===== config.mk =====
export PLATFORM = sky130hd
export DESIGN_NAME = kbd_scan_seq
export DESIGN_NICKNAME = d
export VERILOG_FILES = /design/src/rtl/kbs_pkg.sv /design/src/rtl/kbs_ctrl.sv /design/src/rtl/kbs_datapath.sv /design/src/rtl/kbd_scan_seq.sv
export SDC_FILE = /design/constraint.sdc
export NUM_CORES = 1
export LEC_CHECK = 0
export BUFFER_PORTS_ARGS = -buffer_cell sky130_fd_sc_hd__clkbuf_2
export CORE_MARGIN = 5
export CORE_UTILIZATION = 35
export CTS_CLUSTER_SIZE = 28
export DETAILED_ROUTE_END_ITERATION = 16
export SYNTH_ARGS = -nofsm -noshare
export SYNTH_HDL_FRONTEND = slang
export SYNTH_SLANG_ARGS = --single-unit

===== constraint.sdc =====
create_clock -name clk -period 4.3 [get_ports clk]
set_clock_uncertainty 0.2 [all_clocks]
set_input_delay 0.86 -clock clk [delete_from_list [all_inputs] [get_ports clk]]
set_output_delay 0.86 -clock clk [all_outputs]
set_load 0.03 [all_outputs]

===== src/rtl/kbs_pkg.sv =====
package kbs_pkg;

  localparam int BANK_W   = 8;
  localparam int LINE_W   = $clog2(BANK_W);
  localparam int NUM_COLS = 8;
  localparam int COL_W    = $clog2(NUM_COLS);
  localparam int SENSE_W  = 2 * BANK_W;

  typedef enum logic [1:0] {
    ST_IDLE,
    ST_DIR,
    ST_LVL,
    ST_PARK
  } scanState_e;

  // physical line: which bank, which bit inside it
  typedef struct packed {
    logic              bank;
    logic [LINE_W-1:0] line;
  } lineSel_t;

  // strobes from control to datapath
  typedef struct packed {
    logic             goDir;
    logic             goLvl;
    logic             park;
    logic             restore;
    logic             sample;
    logic [COL_W-1:0] driveCol;
    logic [COL_W-1:0] sampCol;
  } scanStrobe_t;

  // fixed wiring order of the matrix columns
  function automatic lineSel_t colToLine(input logic [COL_W-1:0] col);
    lineSel_t s;
    case (col)
      3'd0:    s = '{bank: 1'b0, line: 3'd1};
      3'd1:    s = '{bank: 1'b0, line: 3'd5};
      3'd2:    s = '{bank: 1'b1, line: 3'd1};
      3'd3:    s = '{bank: 1'b1, line: 3'd6};
      3'd4:    s = '{bank: 1'b1, line: 3'd7};
      3'd5:    s = '{bank: 1'b1, line: 3'd3};
      3'd6:    s = '{bank: 1'b1, line: 3'd0};
      default: s = '{bank: 1'b0, line: 3'd7};
    endcase
    return s;
  endfunction

  function automatic logic [BANK_W-1:0] bankMask(input logic bank);
    logic [BANK_W-1:0] m;
    lineSel_t s;
    m = '0;
    for (int c = 0; c < NUM_COLS; c++) begin
      s = colToLine(COL_W'(c));
      if (s.bank == bank) m[s.line] = 1'b1;
    end
    return m;
  endfunction

  localparam logic [BANK_W-1:0] SCAN_MASK_A = bankMask(1'b0);
  localparam logic [BANK_W-1:0] SCAN_MASK_B = bankMask(1'b1);

endpackage


===== src/rtl/kbs_ctrl.sv =====
module kbs_ctrl
  import kbs_pkg::*;
#(
  parameter int DIR_CYC = 1000,
  parameter int LVL_CYC = 10000
) (
  input  logic        clk,
  input  logic        rstN,
  input  logic        enable,
  input  logic        tick,
  input  logic        pollReq,
  output logic        busy,
  output scanStrobe_t strb
);

  localparam int MAX_CYC = (DIR_CYC > LVL_CYC) ? DIR_CYC : LVL_CYC;
  localparam int CNT_W   = $clog2(MAX_CYC + 1);
  localparam logic [CNT_W-1:0] DIR_LAST = CNT_W'(DIR_CYC - 1);
  localparam logic [CNT_W-1:0] LVL_LAST = CNT_W'(LVL_CYC - 1);
  localparam logic [COL_W-1:0] LAST_COL = COL_W'(NUM_COLS - 1);

  scanState_e       state, stateN;
  logic [COL_W-1:0] col, colN;
  logic [CNT_W-1:0] cnt, cntN;
  logic             pending, pendingN;
  logic             request, startNow;

  assign request = tick | pollReq;

  always_comb begin
    stateN        = state;
    colN          = col;
    cntN          = cnt;
    startNow      = 1'b0;
    strb          = '0;
    strb.driveCol = col;
    strb.sampCol  = col;
    case (state)
      ST_IDLE: begin
        if (enable && (request || pending)) begin
          stateN        = ST_DIR;
          colN          = '0;
          cntN          = '0;
          startNow      = 1'b1;
          strb.goDir    = 1'b1;
          strb.driveCol = '0;
        end
      end
      ST_DIR: begin
        if (cnt == DIR_LAST) begin
          stateN     = ST_LVL;
          cntN       = '0;
          strb.goLvl = 1'b1;
        end else begin
          cntN = cnt + 1'b1;
        end
      end
      ST_LVL: begin
        if (cnt == LVL_LAST) begin
          strb.sample = 1'b1;
          cntN        = '0;
          if (col == LAST_COL) begin
            stateN    = ST_PARK;
            strb.park = 1'b1;
          end else begin
            stateN        = ST_DIR;
            colN          = col + 1'b1;
            strb.goDir    = 1'b1;
            strb.driveCol = col + 1'b1;
          end
        end else begin
          cntN = cnt + 1'b1;
        end
      end
      ST_PARK: begin
        stateN       = ST_IDLE;
        strb.restore = 1'b1;
      end
      default: stateN = ST_IDLE;
    endcase
  end

  always_comb begin
    if (startNow)                                    pendingN = 1'b0;
    else if (state != ST_IDLE && enable && request)  pendingN = 1'b1;
    else                                             pendingN = pending;
  end

  always_ff @(posedge clk or negedge rstN) begin
    if (!rstN) begin
      state   <= ST_IDLE;
      col     <= '0;
      cnt     <= '0;
      pending <= 1'b0;
    end else begin
      state   <= stateN;
      col     <= colN;
      cnt     <= cntN;
      pending <= pendingN;
    end
  end

  assign busy = (state != ST_IDLE);

endmodule


===== src/rtl/kbs_datapath.sv =====
module kbs_datapath
  import kbs_pkg::*;
(
  input  logic               clk,
  input  logic               rstN,
  input  scanStrobe_t        strb,
  input  logic [BANK_W-1:0]  senseLo,
  input  logic [BANK_W-1:0]  senseHi,
  output logic [BANK_W-1:0]  oeA,
  output logic [BANK_W-1:0]  lvlA,
  output logic [BANK_W-1:0]  oeB,
  output logic [BANK_W-1:0]  lvlB,
  output logic [SENSE_W-1:0] keyWord,
  output logic [COL_W-1:0]   keyCol,
  output logic               keyValid
);

  lineSel_t sel;
  assign sel = colToLine(strb.driveCol);

  for (genvar b = 0; b < 2; b++) begin : g_bank
    localparam logic [BANK_W-1:0] MASK = (b == 0) ? SCAN_MASK_A : SCAN_MASK_B;
    logic [BANK_W-1:0] selHot;
    logic [BANK_W-1:0] oeR;
    logic [BANK_W-1:0] lvlR;

    always_comb begin
      selHot = '0;
      if (sel.bank == 1'(b)) selHot[sel.line] = 1'b1;
    end

    always_ff @(posedge clk or negedge rstN) begin
      if (!rstN) begin
        oeR  <= MASK;
        lvlR <= '1;
      end else begin
        if (strb.goDir)        oeR <= selHot;
        else if (strb.restore) oeR <= MASK;
        if (strb.goLvl)        lvlR <= ~selHot;
        else if (strb.park)    lvlR <= '1;
      end
    end
  end

  assign oeA  = g_bank[0].oeR;
  assign lvlA = g_bank[0].lvlR;
  assign oeB  = g_bank[1].oeR;
  assign lvlB = g_bank[1].lvlR;

  always_ff @(posedge clk or negedge rstN) begin
    if (!rstN) begin
      keyWord  <= '1;
      keyCol   <= '0;
      keyValid <= 1'b0;
    end else begin
      keyValid <= strb.sample;
      if (strb.sample) begin
        keyWord <= {senseHi, senseLo};
        keyCol  <= strb.sampCol;
      end
    end
  end

endmodule


===== src/rtl/kbd_scan_seq.sv =====
module kbd_scan_seq
  import kbs_pkg::*;
#(
  parameter int CLK_MHZ = 200,
  parameter int DIR_US  = 5,
  parameter int LVL_US  = 50
) (
  input  logic        clk,
  input  logic        rstN,
  input  logic        enable,
  input  logic        tick,
  input  logic        pollReq,
  input  logic [7:0]  senseLo,
  input  logic [7:0]  senseHi,
  output logic [7:0]  oeBankA,
  output logic [7:0]  lvlBankA,
  output logic [7:0]  oeBankB,
  output logic [7:0]  lvlBankB,
  output logic [15:0] keyWord,
  output logic [2:0]  keyCol,
  output logic        keyValid,
  output logic        busy
);

  localparam int DIR_CYC = CLK_MHZ * DIR_US;
  localparam int LVL_CYC = CLK_MHZ * LVL_US;

  scanStrobe_t strb;

  kbs_ctrl #(
    .DIR_CYC(DIR_CYC),
    .LVL_CYC(LVL_CYC)
  ) u_ctrl (
    .clk    (clk),
    .rstN   (rstN),
    .enable (enable),
    .tick   (tick),
    .pollReq(pollReq),
    .busy   (busy),
    .strb   (strb)
  );

  kbs_datapath u_dp (
    .clk     (clk),
    .rstN    (rstN),
    .strb    (strb),
    .senseLo (senseLo),
    .senseHi (senseHi),
    .oeA     (oeBankA),
    .lvlA    (lvlBankA),
    .oeB     (oeBankB),
    .lvlB    (lvlBankB),
    .keyWord (keyWord),
    .keyCol  (keyCol),
    .keyValid(keyValid)
  );

endmodule


# Word level (Yosys, flattened, before mapping)
# Cells that the tools add are included.
[word_totals]
ff_bits = 72
out_inout_bits = 53
input_bits = 21
elab_cells = 90
[op_classes]
add_sub_neg = 2
muxes = 41
eq_ne = 15
n_lt_le_gt_ge = 2
bitwise = 3
reduce_logical = 16
[op_table]
columns = ["operator", "count"]
rows = [
  ["8-bit 2-to-1 mux", 9],
  ["14-bit 2-to-1 mux", 3],
  ["14-bit one-hot mux with 3 select lines", 1],
  ["4-bit one-hot mux with 7 select lines", 1],
  ["8-bit inverter", 2],
  ["14-bit by 1-bit adder with 14-bit output, second input constant", 1],
  ["14-bit by 10-bit equality test with 1-bit output, second input constant", 1],
  ["14-bit equality test, second input constant", 1],
  ["1-bit 2-to-1 mux", 14],
  ["3-bit equality test, second input constant", 4],
  ["3-bit one-hot mux with 2 select lines", 2],
  ["2-bit nonzero test", 5],
  ["3-bit 2-to-1 mux", 3],
  ["2-bit 2-to-1 mux", 4],
  ["2-bit one-hot mux with 4 select lines", 1],
  ["3-bit by 2-bit equality test with 1-bit output, second input constant", 2],
  ["2-bit by 1-bit != test with 1-bit output, second input constant", 3],
  ["2-bit equality test, second input constant", 2],
  ["1-bit logical AND", 4],
  ["3-bit by 4-bit less-than comparator with 1-bit output, second input constant", 1],
  ["4-bit 2-to-1 mux", 1],
  ["2-bit AND reduction", 2],
  ["3-bit by 1-bit adder with 3-bit output, second input constant", 1],
  ["1-bit demux with 3-bit select", 1],
  ["10 further kinds", 10],
]

# Depth between registers and ports, before layout
# Gate-level depths: netlist of run 1.
[depth]
word_depth = 14
ltp_mapped = 9

# Modules after synthesis
# From an unflattened synthesis of run 1, not the netlist that was laid out.
[hier_totals]
cells_unflattened = 289
area_unflattened_um2 = 3325.7
[by_module_without_submodules]
columns = ["module", "n_inst", "area_each_um2", "seq_area_each_um2", "cells_per_inst"]
rows = [
  ["kbs_datapath", 1, 1954.4, 1351.3, 133],
  ["kbs_ctrl", 1, 1371.3, 500.5, 156],
]

# Least setup slack after synthesis of run 1
# OpenSTA, ideal clock, no wires.
[synth_timing]
path_type = "input port to flip-flop"
from = "in pollReq"
to = "reg u_dp.g_bank[1].oeR[0] (netlist: u_dp.oeB[0])"
required_time_ns = 4.039
n_path_buf = 1
arrival_time_ns = 2.188
cell_stages = 5
setup_ns = 0.061
slack_ns = 1.851
path_cell_list = "o311ai_2 > buf_2 > nand3_1 > o31ai_1 > o221a_2"
[synth_via]
elab_chain_cells = 13
[synth_rtl]
columns = ["item", "line_no", "text"]
rows = [
  ["start: declaration", "kbd_scan_seq.sv:12", "input logic pollReq,"],
  ["1-bit OR *", "kbs_ctrl.sv:28", "assign request = tick | pollReq;"],
  ["1-bit logical OR *", "kbs_ctrl.sv:40", "if (enable && (request || pending)) begin"],
  ["1-bit logical AND *", "kbs_ctrl.sv:40", ""],
  ["3-bit 2-to-1 mux", "-", ""],
  ["3-bit one-hot mux with 2 select lines", "kbs_ctrl.sv:38", "case (state)"],
  ["3-bit equality test (tied with other cells)", "kbs_pkg.sv:36", "case (col)"],
  ["4-bit one-hot mux with 7 select lines", "kbs_pkg.sv:36", ""],
  ["3-bit by 4-bit less-than comparator with 1-bit output (implied by the code) / 3-bit by 1-bit >= comparator with 1-bit output (equally long branches)", "kbs_datapath.sv:29", "if (sel.bank == 1'(b)) selHot[sel.line] = 1'b1;"],
  ["1-bit logical AND (implied by the code)", "kbs_datapath.sv:29", ""],
  ["1-bit 2-to-1 mux (implied by the code)", "kbs_datapath.sv:29", ""],
  ["1-bit demux with 3-bit select", "-", ""],
  ["8-bit 2-to-1 mux", "kbs_datapath.sv:29", ""],
  ["8-bit 2-to-1 mux", "kbs_datapath.sv:37", "if (strb.goDir) oeR <= selHot;"],
  ["end signal: assignment", "kbs_datapath.sv:37", ""],
  ["end: declaration", "kbs_datapath.sv:24", "logic [BANK_W-1:0] oeR;"],
]
# Every way passes the cells marked *; elsewhere a longest branch is shown, timed or not.
# A chain may end at the register's enable or synchronous reset.

# Final worst setup path of run 1
[layout_timing]
from = "reg u_ctrl.state[0]"
to = "reg u_ctrl.cnt[13]"
[layout_via]
elab_chain_cells = 3
[layout_rtl]
columns = ["item", "line_no", "text"]
rows = [
  ["start: declaration", "kbs_ctrl.sv:22", "scanState_e state, stateN;"],
  ["start signal: assignment", "kbs_ctrl.sv:96", "state <= stateN;"],
  ["2-bit by 1-bit equality test with 1-bit output (tied with other cells)", "kbs_ctrl.sv:38", ""],
  ["3-bit nonzero test (no line) / 2-bit by 1-bit != test with 1-bit output (equally long branches)", "-", ""],
  ["2-bit AND reduction (no line)", "-", ""],
  ["end signal: assignment", "kbs_ctrl.sv:98", "cnt <= cntN;"],
  ["end: declaration", "kbs_ctrl.sv:24", "logic [CNT_W-1:0] cnt, cntN;"],
]
# Several ways; a longest one is shown, not always the timed one.

==> results of run 1 <==
[worst max-delay path, delay by kind of cell, from the launching register on]
kind | cells | cell delay (ns)
DFF | 1 | 0.47
AOI/OAI and AO/OA | 2 | 0.99
xor gates and xnor gates | 1 | 0.15
and+or+nand+nor | 2 | 0.54
adders and majority gates | 1 | 0.50
buffers and inverters | 1 | 0.16
[final cells by class]
cell class                      instances  share of cell area
Multi-Input combinational cell        201               0.358
Clock buffer                           12              0.0374
Inverter                               11             0.00996
Tap cell                              133              0.0401
Sequential cell                        72               0.447
Clock inverter                          4              0.0124
Timing Repair Buffer                   77              0.0954
[per-stage QoR]
| step | std cells | worst slack (ns) | power [mW] |
|---|---|---|---|
| 6_report | 510 | 1.15 | 2.06 |
| 5_1_grt | 510 | 0.948 | 2.19 |
| 4_1_cts | 510 | 1.13 | 2.09 |
| 3_5_place_dp | 494 | 1.14 | 1.52 |
| 3_3_place_gp | 494 | 1.25 | 1.51 |
| 2_1_floorplan | 298 | 1.85 | 1.36 |
[cell families (layout without fill, tap and decap cells)]
| group | count (synthesis) | in the layout | synth area share |
|---|---|---|---|
| flip-flops | 72 | 72 | 0.538 |
| XOR/XNOR | 9 | 9 | 0.0229 |
| adder cells (fa/ha/maj) | 7 | 7 | 0.0254 |
| buffers and inverters | 25 | 104 | 0.0316 |
| multiplexers | 22 | 22 | 0.0708 |
| AND/OR/NAND/NOR | 105 | 105 | 0.175 |
| AO/OA/AOI/OAI | 58 | 58 | 0.136 |
[cells in the final DEF (no fill, tap or decap), types with 2 or more instances in the layout]
| master | n |
|---|---|
| sky130_fd_sc_hd__o21ai_0 | 7 |
| sky130_fd_sc_hd__nand2_1 | 19 |
| sky130_fd_sc_hd__a21oi_1 | 14 |
| sky130_fd_sc_hd__inv_1 | 11 |
| sky130_fd_sc_hd__xor2_1 | 5 |
| sky130_fd_sc_hd__xnor2_1 | 4 |
| sky130_fd_sc_hd__and4_1 | 2 |
| sky130_fd_sc_hd__clkbuf_8 | 11 |
| sky130_fd_sc_hd__nor3_1 | 3 |
| sky130_fd_sc_hd__nand2b_1 | 5 |
| sky130_fd_sc_hd__nand4_1 | 4 |
| sky130_fd_sc_hd__nor2b_1 | 11 |
| sky130_fd_sc_hd__a21o_1 | 2 |
| sky130_fd_sc_hd__dfrtp_1 | 32 |
| sky130_fd_sc_hd__a22oi_1 | 2 |
| sky130_fd_sc_hd__dfstp_2 | 40 |
| sky130_fd_sc_hd__ha_1 | 7 |
| sky130_fd_sc_hd__or2_2 | 8 |
| sky130_fd_sc_hd__and4b_1 | 4 |
| sky130_fd_sc_hd__nor2_1 | 22 |
| sky130_fd_sc_hd__o221a_2 | 8 |
| sky130_fd_sc_hd__o31ai_1 | 3 |
| sky130_fd_sc_hd__mux2_2 | 19 |
| sky130_fd_sc_hd__buf_4 | 4 |
| sky130_fd_sc_hd__and2_1 | 2 |
| sky130_fd_sc_hd__mux2i_1 | 3 |
| sky130_fd_sc_hd__clkbuf_2 | 72 |
| sky130_fd_sc_hd__o22ai_1 | 4 |
| sky130_fd_sc_hd__nand3_1 | 13 |
| sky130_fd_sc_hd__o221ai_1 | 2 |
| sky130_fd_sc_hd__and3_1 | 4 |
| sky130_fd_sc_hd__a31oi_1 | 4 |
[power groups by stage]
stage | clock (mW) | combinational [mW] | sequential, mW
after detailed placement | 0 | 0.676 | 0.849
after global routing | 0.597 | 0.746 | 0.846
final | 0.549 | 0.672 | 0.835
after global placement | 0 | 0.666 | 0.845
after CTS | 0.569 | 0.680 | 0.836
after floorplan | 0 | 0.459 | 0.899
[final timing paths]
check                           startpoint         endpoint  slack [ns]
hold / removal                 u_dp.oeA[3]      u_dp.oeA[3]        0.30
setup / recovery           u_ctrl.state[0]   u_ctrl.cnt[13]        1.15
max in group asynchronous             rstN  u_dp.keyWord[2]        2.58
min in group asynchronous             rstN    u_ctrl.col[0]        0.45
setup reg to reg           u_ctrl.state[0]   u_ctrl.cnt[13]        1.15
hold reg to reg                u_dp.oeA[3]      u_dp.oeA[3]        0.30
[routing by layer]
metal	global-route usage	vias to the layer above	share of wire
met5	0	-	0
met4	0.0374	0	0.0079
met3	0.0391	9	0.060
met2	0.221	73	0.48
met1	0.166	1264	0.45
li1	-	1217	-
[sequential cells by signal, indices dropped and copies added, names as in the netlist]
signal / count
u_ctrl.cnt: 14
u_ctrl.col: 3
u_ctrl.pending: 1
u_ctrl.state: 2
u_dp.keyCol: 3
u_dp.keyValid: 1
u_dp.keyWord: 16
u_dp.lvlA: 8
u_dp.lvlB: 8
u_dp.oeA: 8
u_dp.oeB: 8
==> flow_results.xml, run 1 <==
<?xml version="1.0" encoding="UTF-8"?>
<metrics>
  <group name="sta">
    <metric name="grt_setup_unrepaired" unit="">no</metric>
    <metric name="whs" unit="ns">0.295</metric>
    <metric name="slew_headroom" unit="">0.369</metric>
    <metric name="finalSetupViolCount" unit="">0</metric>
    <metric name="timing_max_transition_violations_final" unit="">0</metric>
    <metric name="min_period" unit="ns">3.15</metric>
    <metric name="min_period_over_period" unit="">0.733</metric>
    <metric name="max_freq" unit="GHz">0.317</metric>
    <metric name="max_slew.worst_pin.slew" unit="ns">0.946</metric>
    <metric name="tns" unit="ns">0</metric>
    <metric name="timing.final.hold_violations" unit="">0</metric>
  </group>
  <group name="power">
    <metric name="proportion_of_power_drawn_by_combinational_gates" unit="">0.327</metric>
    <metric name="seq_pwr_share" unit="">0.406</metric>
    <metric name="net-switching-power" unit="mW">0.762</metric>
    <metric name="cell_internal_pwr" unit="mW">1.29</metric>
    <metric name="clock_power_share" unit="">0.267</metric>
    <metric name="cellPowerDensity" unit="mW/mm²">496</metric>
    <metric name="p_leak" unit="nW">1.89</metric>
    <metric name="vdd.ir_drop.worst" unit="µV">181</metric>
    <metric name="power.share.switching" unit="">0.371</metric>
  </group>
  <group name="critical_path">
    <metric name="critical-path-max-stage-delay" unit="ns">0.55</metric>
    <metric name="reg2reg_depth" unit="">7</metric>
    <metric name="crit_fanout" unit="">13</metric>
    <metric name="crit_path_start_kind" unit="">flop</metric>
    <metric name="path_cells" unit="">inv_1, ha_1, o311ai_2, a2111oi_4, or4b_1, xor2_1, nor2_1</metric>
    <metric name="cp_slowest_cell" unit="">sky130_fd_sc_hd__a2111oi_4</metric>
    <metric name="worst_setup_path_end_kind" unit="">flop</metric>
    <metric name="cp.required" unit="ns">4.30</metric>
    <metric name="worst-endpoint-arrival" unit="ns">3.15</metric>
    <metric name="critPathKind" unit="">flop to flop</metric>
  </group>
  <group name="synthesis">
    <metric name="proportion_of_synthesized_chip_area_in_sequential_cells" unit="">0.538</metric>
    <metric name="biggest_area_consumer_among_synthesized_cells" unit="">sky130_fd_sc_hd__dfstp_2</metric>
    <metric name="ys_ff_latch" unit="">72</metric>
    <metric name="synth_top_cells_by_area" unit="">sky130_fd_sc_hd__dfstp_2 31%, sky130_fd_sc_hd__dfrtp_1 23%, sky130_fd_sc_hd__mux2_2 6.2%, sky130_fd_sc_hd__o221a_2 2.6%, sky130_fd_sc_hd__ha_1 2.5%</metric>
    <metric name="post_synth.cell_area_avg" unit="µm²">11.6</metric>
    <metric name="syn-num-nets" unit="">326</metric>
    <metric name="mappedNetlistArea" unit="mm²">0.00344</metric>
    <metric name="synth_commonest_cells" unit="">40 x sky130_fd_sc_hd__dfstp_2, 32 x sky130_fd_sc_hd__dfrtp_1, 22 x sky130_fd_sc_hd__nor2_1</metric>
    <metric name="dominantRegCellSynth" unit="">sky130_fd_sc_hd__dfstp_2</metric>
    <metric name="netlist-cell-type-count" unit="">52</metric>
    <metric name="synthesized_netlist_cell_count" unit="">298</metric>
    <metric name="async_reset_ff_frac" unit="">1.00</metric>
    <metric name="netlist.area_leader.share" unit="">0.305</metric>
    <metric name="synthMostInstantiatedCell" unit="">sky130_fd_sc_hd__dfstp_2</metric>
    <metric name="synth_edf_count" unit="">0</metric>
    <metric name="yosysWarnings" unit="">0</metric>
  </group>
  <group name="routing">
    <metric name="count_of_antenna_violating_nets_left_after_detailed_routing" unit="">0</metric>
    <metric name="avgViaCountPerCell" unit="">5.03</metric>
    <metric name="drc" unit="">0</metric>
    <metric name="drtIter0Drc" unit="">130</metric>
    <metric name="routed_wl" unit="µm">7560</metric>
    <metric name="number_of_iterations_in_the_first_detailed_routing_pass" unit="">4</metric>
    <metric name="route.detailed.wl_per_inst" unit="µm">14.8</metric>
    <metric name="vias" unit="">2563</metric>
  </group>
  <group name="run_status">
    <metric name="status" unit="">finished clean</metric>
  </group>
  <group name="cts">
    <metric name="clock_network_latency_to_the_later_pin_of_the_worst_skew_pair" unit="ns">0.34</metric>
    <metric name="cts_resized" unit="">0</metric>
    <metric name="cts.clk_slew.worst_paths" unit="ns">0.08</metric>
    <metric name="clockRootBuffer" unit="">sky130_fd_sc_hd__clkbuf_8</metric>
    <metric name="total_of_hold_buffers_inserted_after_clock_tree_synthesis" unit="">0</metric>
    <metric name="tritoncts.num_buffers" unit="">9</metric>
    <metric name="setup_fix_bufs_post_cts" unit="">0</metric>
    <metric name="clock_tree_from_tritoncts" unit="">done</metric>
    <metric name="ctsLongestPathBuffers" unit="">2</metric>
    <metric name="clock-sinks" unit="">72</metric>
    <metric name="htreeDepth" unit="">3</metric>
  </group>
  <group name="layout">
    <metric name="antenna_cells" unit="">0</metric>
    <metric name="final_nets" unit="">400</metric>
    <metric name="final_layout_size_suffix_gt1_frac" unit="">0.469</metric>
    <metric name="fillers" unit="">931</metric>
    <metric name="final_design_area_no_fill" unit="mm²">0.00415</metric>
    <metric name="syn_to_final_growth" unit="%">20.3</metric>
    <metric name="multi_input_gate_area" unit="mm²">0.00148</metric>
    <metric name="seq_area" unit="mm²">0.00185</metric>
    <metric name="post-route-util" unit="">0.428</metric>
  </group>
  <group name="worst_hold_path">
    <metric name="hold_depth" unit="">1</metric>
    <metric name="timing.hold.worst.class" unit="">flop to flop</metric>
  </group>
  <group name="placed_design">
    <metric name="numPortBuffers" unit="">73</metric>
    <metric name="detailedPlacementHpwl" unit="µm">5570</metric>
    <metric name="postPlaceCellArea" unit="mm²">0.00394</metric>
    <metric name="gp_routability_congestion" unit="">0.827</metric>
  </group>
  <group name="floorplan">
    <metric name="die_y" unit="µm">109</metric>
    <metric name="area_inside_the_core_boundary" unit="mm²">0.00968</metric>
    <metric name="die_width" unit="µm">109</metric>
    <metric name="die-area" unit="mm²">0.0119</metric>
    <metric name="initial_utilization" unit="">0.356</metric>
    <metric name="core.rowCount" unit="">36</metric>
    <metric name="ioPinCount" unit="">74</metric>
  </group>
  <group name="grt">
    <metric name="overflow" unit="">0</metric>
    <metric name="grt_util_overall" unit="">0.132</metric>
    <metric name="pin_count_of_the_biggest_net_entering_global_routing" unit="">44</metric>
    <metric name="grt_antenna_before_repair" unit="">0</metric>
    <metric name="number_of_global_route_vias_before_repair" unit="">2576</metric>
    <metric name="grt_first_pass_wirelength" unit="µm">12500</metric>
  </group>
  <group name="job">
    <metric name="maxCapViolCount" unit="">0</metric>
  </group>
</metrics>
No activity file was read; power rests on OpenSTA's default activity.
==> run 2, diff against run 1 <==
clock period = 3 ns   (was 4.3 ns; I/O delays follow)
==> run 2 against run 1 <==
  * Power rose by 49%
  * Largest power group unchanged
  * Sequential share of layout area fell by 0.83 points
  * Via count fell by 0.12%
  * Critical path type unchanged
  * Critical endpoint is now u_dp.oeB[6]
  * Critical path depth did not move
  * Count of clock-buffer cells in the layout fell by 2
  * Non-clock buffer count rose by 6
  * Combinational power rose by 50%
  * Sequential power rose by 43%
==> flow_results.xml, run 2 (same netlist as run 1, synthesis figures left out) <==
<?xml version="1.0" encoding="UTF-8"?>
<metrics>
  <group name="run_status">
    <metric name="status" unit="">finished clean</metric>
  </group>
  <group name="job">
    <metric name="maxCapViolCount" unit="">0</metric>
  </group>
  <group name="sta">
    <metric name="timing_max_transition_violations_final" unit="">0</metric>
    <metric name="tns" unit="ns">0</metric>
    <metric name="timing.final.hold_violations" unit="">0</metric>
    <metric name="worst_slack" unit="ns">0.430</metric>
    <metric name="min_period" unit="ns">2.57</metric>
    <metric name="min_period_over_period" unit="">0.857</metric>
    <metric name="max_freq" unit="GHz">0.389</metric>
    <metric name="max_slew.worst_pin.slew" unit="ns">0.664</metric>
    <metric name="grt_setup_unrepaired" unit="">no</metric>
    <metric name="whs" unit="ns">0.0885</metric>
    <metric name="finalSetupViolCount" unit="">0</metric>
    <metric name="slew_headroom" unit="">0.554</metric>
  </group>
  <group name="layout">
    <metric name="leading_registers_by_flop_count" unit="">u_dp.keyWord: 16 flops, u_ctrl.cnt: 14 flops</metric>
    <metric name="final_nets" unit="">406</metric>
    <metric name="final_layout_size_suffix_gt1_frac" unit="">0.480</metric>
    <metric name="mostFrequentLayoutCells" unit="">72 x sky130_fd_sc_hd__clkbuf_2, 40 x sky130_fd_sc_hd__dfstp_2, 32 x sky130_fd_sc_hd__dfrtp_1, 22 x sky130_fd_sc_hd__nor2_1</metric>
    <metric name="max_ffs_per_register" unit="">16</metric>
    <metric name="fillers" unit="">929</metric>
    <metric name="final_common_cell" unit="">sky130_fd_sc_hd__clkbuf_2</metric>
    <metric name="syn_to_final_growth" unit="%">22.6</metric>
    <metric name="final_design_area_no_fill" unit="mm²">0.00422</metric>
    <metric name="regMostFlops" unit="">u_dp.keyWord</metric>
    <metric name="antenna_cells" unit="">0</metric>
    <metric name="layout.cells.non_filler" unit="">516</metric>
  </group>
  <group name="floorplan">
    <metric name="die_y" unit="µm">109</metric>
    <metric name="initial_utilization" unit="">0.356</metric>
    <metric name="die_width" unit="µm">109</metric>
    <metric name="area_inside_the_core_boundary" unit="mm²">0.00968</metric>
    <metric name="ioPinCount" unit="">74</metric>
    <metric name="core.rowCount" unit="">36</metric>
    <metric name="die-area" unit="mm²">0.0119</metric>
  </group>
  <group name="critical_path">
    <metric name="worst-endpoint-arrival" unit="ns">2.64</metric>
    <metric name="critical-path-max-stage-delay" unit="ns">0.47</metric>
    <metric name="crit_fanout" unit="">11</metric>
    <metric name="cp_slowest_cell" unit="">sky130_fd_sc_hd__dfrtp_1</metric>
    <metric name="worst-r2r-setup-slack" unit="ns">0.43</metric>
    <metric name="worst_setup_path_end_kind" unit="">flop</metric>
    <metric name="cp.required" unit="ns">3.07</metric>
    <metric name="path_cells" unit="">inv_1, ha_1, and4b_1, nand4_1, a21o_1, nand2b_1, o221a_2</metric>
    <metric name="crit_path_start_kind" unit="">flop</metric>
    <metric name="critPathKind" unit="">flop to flop</metric>
  </group>
  <group name="power">
    <metric name="p_leak" unit="nW">1.94</metric>
    <metric name="net-switching-power" unit="mW">1.12</metric>
    <metric name="cellPowerDensity" unit="mW/mm²">727</metric>
    <metric name="proportion_of_power_drawn_by_combinational_gates" unit="">0.330</metric>
    <metric name="cell_internal_pwr" unit="mW">1.96</metric>
    <metric name="clock_power_share" unit="">0.284</metric>
    <metric name="seq_pwr_share" unit="">0.387</metric>
    <metric name="vdd.ir_drop.worst" unit="µV">337</metric>
    <metric name="power.share.switching" unit="">0.363</metric>
  </group>
  <group name="routing">
    <metric name="drc" unit="">0</metric>
    <metric name="avgViaCountPerCell" unit="">4.96</metric>
    <metric name="number_of_iterations_in_the_first_detailed_routing_pass" unit="">4</metric>
    <metric name="drtIter0Drc" unit="">142</metric>
    <metric name="route.detailed.wl_per_inst" unit="µm">15.3</metric>
    <metric name="routed_wl" unit="µm">7870</metric>
    <metric name="vias" unit="">2560</metric>
    <metric name="count_of_antenna_violating_nets_left_after_detailed_routing" unit="">0</metric>
  </group>
  <group name="cts">
    <metric name="clock-sinks" unit="">72</metric>
    <metric name="setup_fix_bufs_post_cts" unit="">0</metric>
    <metric name="clock_tree_from_tritoncts" unit="">done</metric>
    <metric name="clock_network_latency_to_the_later_pin_of_the_worst_skew_pair" unit="ns">0.34</metric>
    <metric name="total_of_hold_buffers_inserted_after_clock_tree_synthesis" unit="">0</metric>
    <metric name="tritoncts.num_buffers" unit="">9</metric>
    <metric name="htreeDepth" unit="">3</metric>
    <metric name="ctsLongestPathBuffers" unit="">2</metric>
    <metric name="clockRootBuffer" unit="">sky130_fd_sc_hd__clkbuf_8</metric>
    <metric name="cts.clk_slew.worst_paths" unit="ns">0.08</metric>
    <metric name="cts_resized" unit="">0</metric>
  </group>
  <group name="placed_design">
    <metric name="numPortBuffers" unit="">73</metric>
    <metric name="dp_slack" unit="ns">0.363</metric>
    <metric name="dpl.cell_count" unit="">500</metric>
    <metric name="detailedPlacementHpwl" unit="µm">5870</metric>
    <metric name="postPlaceCellArea" unit="mm²">0.00400</metric>
    <metric name="gp_routability_congestion" unit="">0.875</metric>
  </group>
  <group name="worst_hold_path">
    <metric name="timing.hold.worst.class" unit="">input port to asynchronous set/reset pin</metric>
  </group>
  <group name="grt">
    <metric name="overflow" unit="">0</metric>
    <metric name="number_of_global_route_vias_before_repair" unit="">2586</metric>
    <metric name="pin_count_of_the_biggest_net_entering_global_routing" unit="">46</metric>
    <metric name="grt_antenna_before_repair" unit="">0</metric>
    <metric name="grt_util_overall" unit="">0.140</metric>
    <metric name="grt_first_pass_wirelength" unit="µm">13200</metric>
  </group>
</metrics>
run 2: cell count changes in the layout (fill, tap and decap cells not counted):
cell                        change
sky130_fd_sc_hd__clkbuf_8       -1
sky130_fd_sc_hd__bufinv_16      +1
sky130_fd_sc_hd__buf_4          +5
sky130_fd_sc_hd__buf_12         +1
sky130_fd_sc_hd__clkbuf_1       -1
sky130_fd_sc_hd__inv_6          +1
run 2: through the flow:
stage | utilization | power [mW]
floorplan | - | 1.95
global placement | 0.413 | 2.21
detailed placement | 0.413 | 2.23
CTS | 0.436 | 3.11
global route | 0.436 | 3.28
finish | 0.436 | 3.07
run 2: worst max-delay path: cells and delay by family, from the launching register on:
kind            cells  cell delay, ns
compound gates      2            0.52
buf+inv             1            0.16
simple gates        3            0.73
fa+ha+maj           1            0.42
flops               1            0.47
run 2: layout make-up:
class                      instances  area, µm²  area share
inverter                          11       41.3     0.00977
multi-input combinational        201       1480       0.351
timing repair buffer              83        453       0.107
clock buffer                      10        138      0.0326
tap                              133        166      0.0394
clock inverter                     6       90.1      0.0213
sequential                        72       1850       0.438
run 2: final timing paths:
path	depth (start not counted)	end	start
min in group clk	2	u_dp.keyWord[9]	senseHi[1]
worst min register to register	1	u_dp.oeA[3]	u_dp.oeA[3]
worst max-delay path	7	u_dp.oeB[6]	u_ctrl.state[0]
max in group asynchronous	2	u_dp.keyWord[15]	rstN
worst min-delay path	1	u_ctrl.col[0]	rstN
worst max register to register	7	u_dp.oeB[6]	u_ctrl.state[0]
run 2: per-layer routing:
metal / vias to the layer above / share of wire / global-route usage
li1: 1227 / - / -
met3: 7 / 0.061 / 0.0373
met5: - / 0 / 0
met1: 1258 / 0.44 / 0.188
met4: 0 / 0.0075 / 0.0312
met2: 68 / 0.49 / 0.228
run 2: power groups by stage:
stage	Clock [mW]	Combinational (mW)	Sequential [mW]
5_1_grt	0.933	1.14	1.20
3_5_place_dp	0	1.03	1.20
2_1_floorplan	0	0.657	1.29
6_report	0.871	1.01	1.19
3_3_place_gp	0	1.01	1.20
4_1_cts	0.893	1.03	1.19
==> run 3, diff against run 2 <==
CORE_MARGIN = default   (was 5)
==> run 3 against run 2 <==
  * Sequential cell count is the same
  * Maximum frequency shrank 1.9%
  * Global-route usage grew 1.6 points
  * Sequential share of layout area shrank 0.53 points
  * Die area shrank 14%
  * Critical path depth grew 2
  * Worst hold slack lost 0.030 ns
  * First-iteration DRC count shrank 15%
  * Critical path type unchanged
==> flow_results.xml, run 3 (same netlist as run 1, synthesis figures left out) <==
<?xml version="1.0" encoding="UTF-8"?>
<metrics>
  <group name="routing">
    <metric name="avgViaCountPerCell" unit="">5.06</metric>
    <metric name="count_of_antenna_violating_nets_left_after_detailed_routing" unit="">0</metric>
    <metric name="vias" unit="">2588</metric>
    <metric name="drc" unit="">0</metric>
    <metric name="route.detailed.wl_per_inst" unit="µm">14.6</metric>
    <metric name="drtIter0Drc" unit="">121</metric>
    <metric name="number_of_iterations_in_the_first_detailed_routing_pass" unit="">4</metric>
    <metric name="routed_wl" unit="µm">7450</metric>
  </group>
  <group name="placed_design">
    <metric name="detailedPlacementHpwl" unit="µm">5330</metric>
    <metric name="numPortBuffers" unit="">73</metric>
    <metric name="postPlaceCellArea" unit="mm²">0.00398</metric>
    <metric name="gp_routability_congestion" unit="">0.817</metric>
  </group>
  <group name="critical_path">
    <metric name="crit_path_frequent_cell" unit="">sky130_fd_sc_hd__inv_1</metric>
    <metric name="critPathKind" unit="">flop to flop</metric>
    <metric name="cp.required" unit="ns">3.05</metric>
    <metric name="worst-endpoint-arrival" unit="ns">2.67</metric>
    <metric name="worst_setup_path_end_kind" unit="">flop</metric>
    <metric name="crit_fanout" unit="">12</metric>
    <metric name="cp_slowest_cell" unit="">sky130_fd_sc_hd__dfrtp_1</metric>
    <metric name="path_cells" unit="">inv_1, ha_1, buf_4, o311a_1, a21boi_0, a31oi_1, inv_1, nor2_1, a21oi_1</metric>
    <metric name="crit_path_start_kind" unit="">flop</metric>
    <metric name="critical-path-max-stage-delay" unit="ns">0.48</metric>
  </group>
  <group name="cts">
    <metric name="setup_fix_bufs_post_cts" unit="">0</metric>
    <metric name="htreeDepth" unit="">3</metric>
    <metric name="clock_network_latency_to_the_later_pin_of_the_worst_skew_pair" unit="ns">0.35</metric>
    <metric name="clock-sinks" unit="">72</metric>
    <metric name="cts.clk_slew.worst_paths" unit="ns">0.08</metric>
    <metric name="cts_resized" unit="">0</metric>
    <metric name="clock_tree_from_tritoncts" unit="">done</metric>
    <metric name="total_of_hold_buffers_inserted_after_clock_tree_synthesis" unit="">0</metric>
    <metric name="ctsLongestPathBuffers" unit="">2</metric>
    <metric name="clockRootBuffer" unit="">sky130_fd_sc_hd__clkbuf_8</metric>
    <metric name="tritoncts.num_buffers" unit="">9</metric>
  </group>
  <group name="grt">
    <metric name="grt_util_overall" unit="">0.157</metric>
    <metric name="number_of_global_route_vias_before_repair" unit="">2514</metric>
    <metric name="groute.layer.met3.usage" unit="">0.0449</metric>
    <metric name="pin_count_of_the_biggest_net_entering_global_routing" unit="">73</metric>
    <metric name="top_usage_layer" unit="">met2</metric>
    <metric name="global_route.usage.met2" unit="">0.256</metric>
    <metric name="use_met1" unit="">0.202</metric>
    <metric name="overflow" unit="">0</metric>
    <metric name="grt_first_pass_wirelength" unit="µm">12400</metric>
    <metric name="grt_antenna_before_repair" unit="">0</metric>
  </group>
  <group name="layout">
    <metric name="syn_to_final_growth" unit="%">24.1</metric>
    <metric name="seq_area" unit="mm²">0.00185</metric>
    <metric name="final_nets" unit="">405</metric>
    <metric name="regMostFlops" unit="">u_dp.keyWord</metric>
    <metric name="leading_registers_by_flop_count" unit="">u_dp.keyWord: 16 flops, u_ctrl.cnt: 14 flops</metric>
    <metric name="final_common_cell" unit="">sky130_fd_sc_hd__clkbuf_2</metric>
    <metric name="antenna_cells" unit="">0</metric>
    <metric name="final_design_area_no_fill" unit="mm²">0.00428</metric>
    <metric name="fillers" unit="">913</metric>
    <metric name="max_ffs_per_register" unit="">16</metric>
    <metric name="mostFrequentLayoutCells" unit="">72 x sky130_fd_sc_hd__clkbuf_2, 40 x sky130_fd_sc_hd__dfstp_2, 32 x sky130_fd_sc_hd__dfrtp_1, 22 x sky130_fd_sc_hd__nor2_1</metric>
    <metric name="multi_input_gate_area" unit="mm²">0.00148</metric>
    <metric name="final_layout_size_suffix_gt1_frac" unit="">0.479</metric>
  </group>
  <group name="floorplan">
    <metric name="core.rowCount" unit="">35</metric>
    <metric name="die_width" unit="µm">101</metric>
    <metric name="initial_utilization" unit="">0.368</metric>
    <metric name="ioPinCount" unit="">74</metric>
    <metric name="die-area" unit="mm²">0.0102</metric>
    <metric name="die_y" unit="µm">101</metric>
    <metric name="area_inside_the_core_boundary" unit="mm²">0.00937</metric>
  </group>
  <group name="sta">
    <metric name="timing_max_transition_violations_final" unit="">0</metric>
    <metric name="slew_headroom" unit="">0.564</metric>
    <metric name="grt_setup_unrepaired" unit="">no</metric>
    <metric name="max_freq" unit="GHz">0.382</metric>
    <metric name="timing.final.hold_violations" unit="">0</metric>
    <metric name="min_period" unit="ns">2.62</metric>
    <metric name="max_slew.worst_pin.slew" unit="ns">0.649</metric>
    <metric name="min_period_over_period" unit="">0.873</metric>
    <metric name="tns" unit="ns">0</metric>
    <metric name="finalSetupViolCount" unit="">0</metric>
  </group>
  <group name="job">
    <metric name="maxCapViolCount" unit="">0</metric>
  </group>
  <group name="run_status">
    <metric name="status" unit="">finished clean</metric>
  </group>
  <group name="power">
    <metric name="vdd.ir_drop.worst" unit="µV">295</metric>
    <metric name="post-layout-total-power" unit="mW">3.30</metric>
    <metric name="p_leak" unit="nW">1.96</metric>
    <metric name="cellPowerDensity" unit="mW/mm²">773</metric>
  </group>
  <group name="worst_hold_path">
    <metric name="timing.hold.worst.class" unit="">input port to asynchronous set/reset pin</metric>
  </group>
</metrics>
==> run 3: path summary, 6_finish.rpt <==
check,from,to,slack [ns],cells after the start
setup / recovery,u_ctrl.state[0],u_dp.lvlA[1],0.38,9
hold reg to reg,u_dp.lvlA[7],u_dp.lvlA[7],0.30,2
min in group clk,senseLo[6],u_dp.keyWord[6],0.28,2
setup reg to reg,u_ctrl.state[0],u_dp.lvlA[1],0.38,9
hold / removal,rstN,u_dp.oeA[3],0.06,2
max in group asynchronous,rstN,u_dp.lvlB[5],2.18,2
==> run 3: critical path: cells and delay by family (launching register included) <==
family	cells	cell delay (ns)
AOI/OAI and AO/OA	4	0.86
buffers and inverters	3	0.51
adders and majority gates	1	0.20
and+or+nand+nor	1	0.27
DFF	1	0.48
==> run 3: power by group <==
group          internal, mW  switching, mW
logic                 0.356          0.662
registers              1.10         0.0738
clock network         0.723          0.386
==> run 3: metal layers <==
layer	up-vias	wire length [µm]
met2	64	3710
li1	1229	-
met3	9	377
met4	0	73
met1	1286	3290
met5	-	0
==> run 3: layout make-up <==
class                   instances  share of cell area
flip-flops and latches         72               0.433
multi-input cells             201               0.347
repair buffers                 82               0.104
clock inverters                 7              0.0392
well taps                     129              0.0378
clock buffers                   9              0.0290
inverters                      11             0.00966
==> run 3: per-stage QoR <==
stage / worst slack [ns] / util / instances / hold slack (ns)
finish: 0.381 / 0.456 / 511 / 0.0580
global placement: 0.437 / 0.425 / 495 / 0.280
CTS: 0.381 / 0.456 / 511 / 0.0701
global route: 0.0930 / 0.456 / 511 / 0.0834
floorplan: 0.587 / - / 298 / 0.104
detailed placement: 0.402 / 0.425 / 495 / 0.286
